$ cat config.mk
export PLATFORM = sky130hd
export DESIGN_NAME = ddr2_boot_seq
export DESIGN_NICKNAME = d
export VERILOG_FILES = /design/src/rtl/ddr2_boot_pkg.sv /design/src/rtl/boot_wait_ctr.sv /design/src/rtl/boot_step_fsm.sv /design/src/rtl/boot_cmd_drive.sv /design/src/rtl/ddr2_boot_seq.sv
export SDC_FILE = /design/constraint.sdc
export NUM_CORES = 1
export LEC_CHECK = 0
export BUFFER_PORTS_ARGS = -buffer_cell sky130_fd_sc_hd__buf_2
export CELL_PAD_IN_SITES_DETAIL_PLACEMENT = 0
export CELL_PAD_IN_SITES_GLOBAL_PLACEMENT = 1
export CORE_MARGIN = 5
export CORE_UTILIZATION = 25
export CTS_CLUSTER_DIAMETER = 50
export CTS_CLUSTER_SIZE = 20
export DETAILED_ROUTE_END_ITERATION = 16
export PLACE_DENSITY = 0.58
export SLEW_MARGIN = 40
export SYNTH_ARGS = -nofsm -noshare
export SYNTH_HDL_FRONTEND = slang
export SYNTH_SLANG_ARGS = --single-unit
$ cat constraint.sdc
create_clock -name clk -period 3.4 [get_ports clk]
set_clock_uncertainty 0.05 [all_clocks]
set_input_delay 0.17 -clock clk [delete_from_list [all_inputs] [get_ports clk]]
set_output_delay 0.17 -clock clk [all_outputs]
set_load 0.02 [all_outputs]
$ cat src/rtl/ddr2_boot_pkg.sv
package ddr2_boot_pkg;

  typedef enum logic [3:0] {
    ST_PWR, ST_CKE, ST_PRE1, ST_EMR2, ST_EMR3, ST_EMR1, ST_MRDLL,
    ST_PRE2, ST_REF, ST_MRFIN, ST_OCDDEF, ST_OCDX, ST_DONE
  } step_t;

  // {cs_n, ras_n, cas_n, we_n}
  localparam logic [3:0] PIN_NOP  = 4'b0111;
  localparam logic [3:0] PIN_PRE  = 4'b0010;
  localparam logic [3:0] PIN_REF  = 4'b0001;
  localparam logic [3:0] PIN_MODE = 4'b0000;

  localparam int BIT_ALLBANK = 10;
  localparam int BIT_DLLRST  = 8;
  localparam int BIT_DLLOFF  = 0;
  localparam int BIT_OCD_LO  = 7;

  localparam logic [2:0] OCD_EXIT = 3'b000;
  localparam logic [2:0] OCD_DFLT = 3'b111;

endpackage

$ cat src/rtl/boot_wait_ctr.sv
module boot_wait_ctr #(
  parameter int CW = 8
) (
  input  logic          clk,
  input  logic          rst,
  input  logic [CW-1:0] rst_val,
  input  logic          load,
  input  logic [CW-1:0] load_val,
  input  logic          dec,
  output logic          zero
);
  logic [CW-1:0] cnt;

  always_ff @(posedge clk) begin
    if (rst)                     cnt <= rst_val;
    else if (load)               cnt <= load_val;
    else if (dec && cnt != '0)   cnt <= cnt - 1'b1;
  end

  assign zero = (cnt == '0);
endmodule

$ cat src/rtl/boot_step_fsm.sv
module boot_step_fsm
  import ddr2_boot_pkg::*;
#(
  parameter int N_REF = 2
) (
  input  logic  clk,
  input  logic  rst,
  input  logic  wait_zero,
  input  logic  gap_ok,
  output step_t step,
  output step_t next_step,
  output logic  fire,
  output logic  count_en,
  output logic  advance
);
  localparam int RW = (N_REF > 1) ? $clog2(N_REF) : 1;

  step_t         step_q;
  step_t         nxt;
  logic          armed;
  logic [RW-1:0] ref_idx;
  logic          gate;

  // only the OCD-default step can be held back by the DLL distance
  assign gate     = (step_q != ST_OCDDEF) || gap_ok;
  assign fire     = armed && gate && (step_q != ST_DONE);
  assign count_en = fire || !armed;
  assign advance  = wait_zero && count_en && (step_q != ST_DONE);

  always_comb begin
    unique case (step_q)
      ST_PWR:    nxt = ST_CKE;
      ST_CKE:    nxt = ST_PRE1;
      ST_PRE1:   nxt = ST_EMR2;
      ST_EMR2:   nxt = ST_EMR3;
      ST_EMR3:   nxt = ST_EMR1;
      ST_EMR1:   nxt = ST_MRDLL;
      ST_MRDLL:  nxt = ST_PRE2;
      ST_PRE2:   nxt = ST_REF;
      ST_REF:    nxt = (ref_idx == RW'(N_REF - 1)) ? ST_MRFIN : ST_REF;
      ST_MRFIN:  nxt = ST_OCDDEF;
      ST_OCDDEF: nxt = ST_OCDX;
      default:   nxt = ST_DONE;
    endcase
  end

  always_ff @(posedge clk) begin
    if (rst) begin
      step_q  <= ST_PWR;
      armed   <= 1'b1;
      ref_idx <= '0;
    end else if (advance) begin
      step_q  <= nxt;
      armed   <= 1'b1;
      ref_idx <= (step_q == ST_REF && nxt == ST_REF) ? ref_idx + 1'b1 : '0;
    end else if (fire) begin
      armed   <= 1'b0;
    end
  end

  assign step      = step_q;
  assign next_step = nxt;
endmodule

$ cat src/rtl/boot_cmd_drive.sv
module boot_cmd_drive
  import ddr2_boot_pkg::*;
#(
  parameter int ROW_W = 14
) (
  input  step_t            step,
  input  logic             fire,
  input  logic [ROW_W-1:0] mr_word,
  input  logic [ROW_W-1:0] emr1_word,
  input  logic [ROW_W-1:0] emr2_word,
  input  logic [ROW_W-1:0] emr3_word,
  output logic             cke,
  output logic             odt,
  output logic [3:0]       pins,
  output logic [1:0]       ba,
  output logic [ROW_W-1:0] addr,
  output logic             ready
);
  function automatic logic [ROW_W-1:0] ext1_word(input logic [ROW_W-1:0] w,
                                                 input logic [2:0] ocd);
    logic [ROW_W-1:0] r;
    r = w;
    r[BIT_DLLOFF] = 1'b0;
    r[BIT_OCD_LO +: 3] = ocd;
    return r;
  endfunction

  function automatic logic [ROW_W-1:0] main_word(input logic [ROW_W-1:0] w,
                                                 input logic dll_rst);
    logic [ROW_W-1:0] r;
    r = w;
    r[BIT_DLLRST] = dll_rst;
    return r;
  endfunction

  localparam logic [ROW_W-1:0] ALLBANK = ROW_W'(1) << BIT_ALLBANK;

  assign cke   = (step != ST_PWR);
  assign odt   = 1'b0;
  assign ready = (step == ST_DONE);

  always_comb begin
    pins = PIN_NOP;
    ba   = 2'd0;
    addr = '0;
    if (fire) begin
      unique case (step)
        ST_PRE1, ST_PRE2: begin pins = PIN_PRE;  addr = ALLBANK; end
        ST_REF:           begin pins = PIN_REF; end
        ST_EMR2:   begin pins = PIN_MODE; ba = 2'd2; addr = emr2_word; end
        ST_EMR3:   begin pins = PIN_MODE; ba = 2'd3; addr = emr3_word; end
        ST_EMR1:   begin pins = PIN_MODE; ba = 2'd1; addr = ext1_word(emr1_word, OCD_EXIT); end
        ST_MRDLL:  begin pins = PIN_MODE; ba = 2'd0; addr = main_word(mr_word, 1'b1); end
        ST_MRFIN:  begin pins = PIN_MODE; ba = 2'd0; addr = main_word(mr_word, 1'b0); end
        ST_OCDDEF: begin pins = PIN_MODE; ba = 2'd1; addr = ext1_word(emr1_word, OCD_DFLT); end
        ST_OCDX:   begin pins = PIN_MODE; ba = 2'd1; addr = ext1_word(emr1_word, OCD_EXIT); end
        default:   begin pins = PIN_NOP; end
      endcase
    end
  end
endmodule

$ cat src/rtl/ddr2_boot_seq.sv
module ddr2_boot_seq
  import ddr2_boot_pkg::*;
#(
  parameter int T_PWR = 40000,
  parameter int T_NOP = 80,
  parameter int T_RP  = 3,
  parameter int T_MRD = 2,
  parameter int T_RFC = 26,
  parameter int T_DLL = 200,
  parameter int N_REF = 2,
  parameter int ROW_W = 14
) (
  input  logic             clk,
  input  logic             rst,
  input  logic [ROW_W-1:0] mr_word,
  input  logic [ROW_W-1:0] emr1_word,
  input  logic [ROW_W-1:0] emr2_word,
  input  logic [ROW_W-1:0] emr3_word,
  output logic             cke,
  output logic             odt,
  output logic             cs_n,
  output logic             ras_n,
  output logic             cas_n,
  output logic             we_n,
  output logic [1:0]       ba,
  output logic [ROW_W-1:0] addr,
  output logic             ready
);
  function automatic int max_of(input int a, input int b);
    return (a > b) ? a : b;
  endfunction

  localparam int T_MAX = max_of(max_of(max_of(T_PWR, T_NOP), max_of(T_RP, T_MRD)),
                                max_of(T_RFC, T_DLL));
  localparam int CW = $clog2(T_MAX + 1);

  // cycles from a step's first cycle to the next step's first cycle
  function automatic int span_of(input step_t s);
    case (s)
      ST_PWR:            return T_PWR;
      ST_CKE:            return T_NOP;
      ST_PRE1, ST_PRE2:  return T_RP;
      ST_REF:            return T_RFC;
      ST_DONE:           return 1;
      default:           return T_MRD;
    endcase
  endfunction

  step_t      step, next_step;
  logic       fire, count_en, advance, wait_zero, gap_ok;
  logic       ev_dll_mrs;
  logic [3:0] pins;

  assign ev_dll_mrs = fire && (step == ST_MRDLL);

  boot_step_fsm #(.N_REF(N_REF)) u_fsm (
    .clk(clk), .rst(rst), .wait_zero(wait_zero), .gap_ok(gap_ok),
    .step(step), .next_step(next_step), .fire(fire),
    .count_en(count_en), .advance(advance)
  );

  boot_wait_ctr #(.CW(CW)) u_wait (
    .clk(clk), .rst(rst), .rst_val(CW'(T_PWR - 1)),
    .load(advance), .load_val(CW'(span_of(next_step) - 1)),
    .dec(count_en), .zero(wait_zero)
  );

  boot_wait_ctr #(.CW(CW)) u_gap (
    .clk(clk), .rst(rst), .rst_val('0),
    .load(ev_dll_mrs), .load_val(CW'(T_DLL - 1)),
    .dec(1'b1), .zero(gap_ok)
  );

  boot_cmd_drive #(.ROW_W(ROW_W)) u_drive (
    .step(step), .fire(fire), .mr_word(mr_word), .emr1_word(emr1_word),
    .emr2_word(emr2_word), .emr3_word(emr3_word), .cke(cke), .odt(odt),
    .pins(pins), .ba(ba), .addr(addr), .ready(ready)
  );

  assign {cs_n, ras_n, cas_n, we_n} = pins;
endmodule

[Word-level counts from Yosys, hierarchy flattened]
Cells that the tools add are included.
Cells by class
  mux-type cells: 14
  add/subtract/negate cells: 4
  eq/ne operators: 19
  reductions and logical operators: 26
Operators with widths (number)
  14-bit one-hot mux with 7 select lines: 1
  16-bit one-hot mux with 5 select lines: 1
  4-bit one-hot mux with 11 select lines: 1
  16-bit logical NOT: 2
  16-bit two-way mux: 2
  16-bit nonzero test: 2
  16-bit by 1-bit subtractor with 16-bit output, second input constant: 2
  4-bit == test, second input constant: 7
  4-bit by 3-bit == test with 1-bit output, second input constant: 5
  8-bit two-way mux: 2
  16-bit by 2-bit subtractor with 16-bit output, second input constant: 1
  14-bit two-way mux: 1
  4-bit by 2-bit == test with 1-bit output, second input constant: 3
  2-bit OR reduction: 5
  3-bit one-hot mux with 3 select lines: 1
  4-bit by 1-bit == test with 1-bit output, second input constant: 2
  4-bit logical NOT: 2
  4-bit inequality test, second input constant: 2
  1-bit logical AND: 7
  7-bit OR reduction: 1
  2-bit one-hot mux with 3 select lines: 1
  4-bit two-way mux: 1
  2-bit nonzero test: 2
  4-bit nonzero test: 1
  other kinds (6): 8
Storage, ports and cells
  bits of input ports: 58
  output and inout port bits: 23
  bits in registers: 38
  word-level logic and storage cells: 69

[Logic depth before layout (Yosys ltp)]
  word-level depth: 8
  gate-level depth with buffers: 13
  gate-level depth less buffers: 11

[Modules after synthesis]
From an unflattened synthesis, not the netlist that was laid out.
Second synthesis, totals
  cells, all modules: 405
  area total of the unflattened synthesis: 3512.1 um2
By module, submodules not included
  boot_wait_ctr at u_wait: times used 1, cells each 118, sequential area each 480.5 um2, area each 1143.6 um2
  boot_wait_ctr at u_gap: times used 1, cells each 109, sequential area each 480.5 um2, area each 1104.8 um2
  boot_cmd_drive: times used 1, cells each 94, sequential area each 0.0 um2, area each 620.6 um2
  boot_step_fsm: times used 1, cells each 49, sequential area each 120.1 um2, area each 399.1 um2
  ddr2_boot_seq: times used 1, cells each 35, sequential area each 0.0 um2, area each 244.0 um2

[Worst setup path before layout]
OpenSTA, ideal clock, no wires.
  kind: reg-to-reg
  from: register u_fsm.step_q[2], in the netlist u_fsm.step[2]
  to: register u_wait.cnt[10]
  clock period less this slack: 2683 ps
  data arrival time: 2554 ps
  path buffers: 2
  cell stages (with the launch flop): 13
  required time: 3271 ps
  path slack: 717 ps
  cell sequence: dfxtp_1 > clkbuf_1 > clkbuf_1 > a21oi_1 > o21ai_0 > ha_1 > inv_1 > nor3_1 > inv_1 > ha_1 > nor3_1 > a2111o_1 > o211ai_1
Between the ends
  cells in the longest elaborated chain, start to end: 8
  elaborated cells between the ends (all ways): 32
Ends and longest elaborated chain
  from (decl): line boot_step_fsm.sv:18  | step_t step_q;
  from (signal assigned): line boot_step_fsm.sv:53  | step_q <= nxt;
  branches (longest 8 deep; another with 16-bit by 2-bit subtractor with 16-bit output)
  to (signal assigned): line boot_wait_ctr.sv:15  | if (rst) cnt <= rst_val;
  to (signal assigned): line boot_wait_ctr.sv:16  | else if (load) cnt <= load_val;
  to (signal assigned): line boot_wait_ctr.sv:17  | else if (dec && cnt != '0) cnt <= cnt - 1'b1;
  to (decl): line boot_wait_ctr.sv:12  | logic [CW-1:0] cnt;
Several ways; the timed one is not identified.
A chain may end at the register's enable or synchronous reset.

[Worst setup path in the final report]
  from: register u_gap.cnt[0]
  to: output addr[5]
Between the ends
  cells in the longest elaborated chain, start to end: 5
Ends and longest elaborated chain
  from (decl): line boot_wait_ctr.sv:12
  from (signal assigned): line boot_wait_ctr.sv:15
  from (signal assigned): line boot_wait_ctr.sv:16
  from (signal assigned): line boot_wait_ctr.sv:17
  16-bit logical NOT: line boot_wait_ctr.sv:20  | assign zero = (cnt == '0);
  1-bit logical OR: line boot_step_fsm.sv:25  | assign gate = (step_q != ST_OCDDEF) || gap_ok;
  1-bit logical AND (2 in series): line boot_step_fsm.sv:26  | assign fire = armed && gate && (step_q != ST_DONE);
  14-bit two-way mux: line boot_cmd_drive.sv:46  | if (fire) begin
  to (decl): line ddr2_boot_seq.sv:26  | output logic [ROW_W-1:0] addr,
Every way passes these cells.

==> reports/qor_table.md <==
| Parameter | Value |
|---|---|
| Final number of max-transition violations | 0 |
| Relative contribution of combinational cells to total power | 0.324 |
| Count of standard-cell rows | 38 |
| Worst slew margin | 0.4944 |
| Hold-fix buffer count after cts | 0 |
| Kind of path behind the tightest hold check | input port to flip-flop |
| Worst Hold End | u_fsm.step[3] |
| Most frequent cells after synthesis | sky130_fd_sc_hd__nand2_1 (39), sky130_fd_sc_hd__dfxtp_1 (38), sky130_fd_sc_hd__a21oi_1 (34) |
| Clk sink count | 38 |
| Height of the die | 115.8 µm |
| Largest net degree at the start of global routing | 28 |
| Switching part of the total | 0.3463 |
| Number of detailed-route iterations in the first pass | 5 |
| Maximum capacitance violations | 0 |
| Series of cell instances along the critical path | inv_1 > ha_1 > nor3b_1 > nand4_2 > o21ai_0 > a221oi_1 > buf_4 > a211oi_1 > buf_2 |
| R2R Setup Slk | 0.46 ns |
| Cell with the largest stage delay on the worst path | sky130_fd_sc_hd__nand4_2 |
| Critical Path End Type | primary output |
| Cell at the root of the clock tree | sky130_fd_sc_hd__clkbuf_8 |
| Switching Power | 0.5391 mW |
| Maximum clock frequency | 336.8 MHz |
| Setup bufs post-CTS | 0 |
| CP Data Required Time | 3.18 ns |
| Vias in the first global route | 3,064 |
| Area overhead of the layout relative to synthesis | 24.33% |
| Outcome | finished, final reports clean |
| End of the worst register-to-register path | u_wait.cnt[15] |
| Quantity of I/O buffers inserted on ports | 73 |
| Overall power after layout | 1.557 mW |
| Detailed-route DRC error count | 0 |
| Unrepaired setup endpoints after global routing | false |
| Warnings from Yosys | 0 |
| Portion of total power attributed to sequential cells | 0.370 |
| Clock period minus worst slack | 2.969 ns |
| Leakage power of the design | 1.323 nW |
| Largest fanout on the critical path | 15 |
| Maximum cell stage delay along the critical path | 0.36 ns |
| Clock network latency to the later pin of the worst-skew pair | 0.30 ns |
| Number of nets in the layout | 503 |
| Reg-to-reg startpoint | u_wait.cnt[0] |
| Std-Cell Core Area | 10,890 µm² |
| Synthesized area divided by synthesized cell count | 7.521 µm² |
| Maximum level of the CTS H-tree | 2 |
| Launch instance of the worst min-delay path | rst |
| Final setup violation count | 0 |
| Setup CP Type | flip-flop to primary output |
| Number of placed I/O pins | 81 |
| EDFF count, synth | 0 |
| Post-synth ARST share | 0 |
| Via count of the routed design | 3,087 |
| Post-route ant nets | 0 |
| GRT Resource Usage Total | 0.1396 |
| Final cycle utilization of the critical path | 0.8734 |
| Combined area of all synthesized cells | 2798 µm² |
| Yosys cell types | 67 |
| Prevailing post-synth register cell | sky130_fd_sc_hd__dfxtp_1 |
| Post-synthesis sequential area ratio | 0.2719 |
| Vias per std cell | 5.313 |
| Layout cells sized above 1 | 0.2449 |
| Filler Cells Inserted | 1,175 |
| Congestion Overflow GR | 0 |
| Cells after synthesis | 372 |
| Area contributors post-synth | sky130_fd_sc_hd__dfxtp_1 (27%), sky130_fd_sc_hd__a21oi_1 (6.1%), sky130_fd_sc_hd__nand2_1 (5.2%) |
| DP Wirelength | 6.776 mm |
| Clock transition time at the flip-flop clock pins of the worst setup and hold paths | 0.09 ns |
| Largest delay contributor family on the critical path | simple AND/OR/NAND/NOR gates |
| Buffers from clock root to sink, at most | 2 |
| Initial detailed-routing violation count | 232 |
| First-pass GRT wire length | 15.28 mm |
| Cell type contributing the most total cell area after synthesis | sky130_fd_sc_hd__dfxtp_1 |
| Area enclosed by the die boundary | 13,410 µm² |
| Maximum VDD drop | 0.2523 mV |
| Buf+Inv Stages, Crit Path | 3 |
| CTS tree | built |
| CP arrival | 2.75 ns |
| Final setup TNS | 0 ns |
| Antenna violations before repair | 0 |
| Post-cts repair resize count | 0 |
| Initial Util | 0.2570 |
| Die extent in x | 115.8 µm |
| Number of synthesized register bits | 38 |
| Final weighted congestion in routability-driven placement | 0.8098 |
| Portion of synthesized cell area occupied by the leading cell type | 0.2719 |
| Ant diodes | 0 |
| DR WL/cell | 15.75 µm |
| Final Hold Violating Endpoints | 0 |
| Number of cells on the worst reg-to-reg path | 7 |
| Count leader, synth | sky130_fd_sc_hd__nand2_1 |
| Critical path launch point type | flip-flop |
| Cells on Worst Hold Path | 2 |
| Number of buffers added by the clock tree synthesis step | 5 |
| P_int | 1.017 mW |
| Areal power density over the cells | 447.5 nW/µm² |
| Part of the total power dissipated in the clock network | 0.305 |
| Sum of routed wire length over all layers | 9.150 mm |
| Slew of the pin with the lowest slew margin | 0.7576 ns |
-- worst register-to-register path, stage by stage (launching register included) --
cell and delay (ns):
sky130_fd_sc_hd__dfxtp_1 0.35, sky130_fd_sc_hd__inv_1 0.07, sky130_fd_sc_hd__ha_1 0.20, sky130_fd_sc_hd__or4b_4 0.52, sky130_fd_sc_hd__or4_1 0.71, sky130_fd_sc_hd__a311oi_4 0.58, sky130_fd_sc_hd__o22ai_1 0.20, sky130_fd_sc_hd__a211oi_2 0.19
-- layout make-up --
class,instances,area (µm²),share of cell area
multi-input cells,295,1882,0.5410
clock inverters,3,68.82,0.01978
well taps,140,175.2,0.05036
clock buffers,5,68.82,0.01978
inverters,12,45.04,0.01295
repair buffers,88,478.0,0.1374
flip-flops and latches,38,760.7,0.2187
-- worst max path at each step --
stage | endpoint | start | depth (start not counted) | slack [ns]
global route | addr[1] | u_gap.cnt[0] | 9 | 0.14
global placement | u_wait.cnt[15] | u_wait.cnt[0] | 7 | 0.49
CTS | addr[5] | u_gap.cnt[0] | 9 | 0.39
finish | addr[5] | u_gap.cnt[0] | 9 | 0.43
detailed placement | u_wait.cnt[15] | u_wait.cnt[0] | 7 | 0.49
floorplan | u_wait.cnt[10] | u_fsm.step[2] | 12 | 0.72
-- per-stage QoR --
stage	utilization	instance area, µm²	std cells	setup WS [ns]	hold slack, ns
2_1_floorplan	-	2801	373	0.7171	0.3962
3_3_place_gp	0.3068	3341	573	0.4881	0.4092
3_5_place_dp	0.3068	3341	573	0.4947	0.4178
4_1_cts	0.3195	3478	581	0.3895	0.2785
5_1_grt	0.3195	3478	581	0.1423	0.2964
6_report	0.3195	3478	581	0.4306	0.2777
-- flip-flops by register name (all words and copies together), names as in the netlist --
name and cells:
u_gap.cnt 16, u_wait.cnt 16, u_fsm.step 4, u_fsm.armed 1, u_fsm.ref_idx 1
-- kinds of logic after synthesis --
kind of cell	share of synthesized area
other	0.002684
multiplexers	0.01073
AND/OR/NAND/NOR	0.2876
XOR/XNOR	0.04070
adder cells (fa/ha/maj)	0.02236
buffers and inverters	0.05679
AO/OA/AOI/OAI	0.3073
flip-flops	0.2719
-- power by group through the flow --
stage	combinational [mW]	sequential, mW	clock, mW
final	0.505	0.576	0.475
after global routing	0.588	0.589	0.508
after CTS	0.514	0.577	0.489
after detailed placement	0.510	0.587	0
after global placement	0.507	0.584	0
after floorplan	0.407	0.572	0
-- placed cells by master (no fill, tap or decap), types with 4 or more instances in the layout --
| cell type | synthesis | final |
|---|---|---|
| sky130_fd_sc_hd__a211oi_1 | 11 | 11 |
| sky130_fd_sc_hd__a21oi_1 | 34 | 34 |
| sky130_fd_sc_hd__a221o_1 | 5 | 5 |
| sky130_fd_sc_hd__a222oi_1 | 10 | 10 |
| sky130_fd_sc_hd__buf_2 | 1 | 73 |
| sky130_fd_sc_hd__buf_4 | 2 | 15 |
| sky130_fd_sc_hd__clkbuf_8 | 0 | 5 |
| sky130_fd_sc_hd__dfxtp_1 | 38 | 38 |
| sky130_fd_sc_hd__ha_1 | 5 | 5 |
| sky130_fd_sc_hd__inv_1 | 11 | 11 |
| sky130_fd_sc_hd__nand2_1 | 39 | 39 |
| sky130_fd_sc_hd__nand2b_1 | 4 | 4 |
| sky130_fd_sc_hd__nand3_1 | 9 | 9 |
| sky130_fd_sc_hd__nand4_1 | 5 | 5 |
| sky130_fd_sc_hd__nor2_1 | 33 | 33 |
| sky130_fd_sc_hd__nor3_1 | 19 | 19 |
| sky130_fd_sc_hd__nor4_1 | 8 | 8 |
| sky130_fd_sc_hd__o21ai_0 | 14 | 13 |
| sky130_fd_sc_hd__o22ai_1 | 4 | 4 |
| sky130_fd_sc_hd__o31ai_1 | 4 | 4 |
| sky130_fd_sc_hd__or3_1 | 8 | 8 |
| sky130_fd_sc_hd__or4_1 | 5 | 5 |
| sky130_fd_sc_hd__xnor2_1 | 5 | 5 |
| sky130_fd_sc_hd__xor2_1 | 8 | 8 |
-- routing by layer --
layer  track usage  wire (µm)
met1        0.1834       4107
met2        0.2355       4410
met5             0          0
met4       0.03558        114
met3       0.02663        518
No activity file was read; power rests on OpenSTA's default activity.
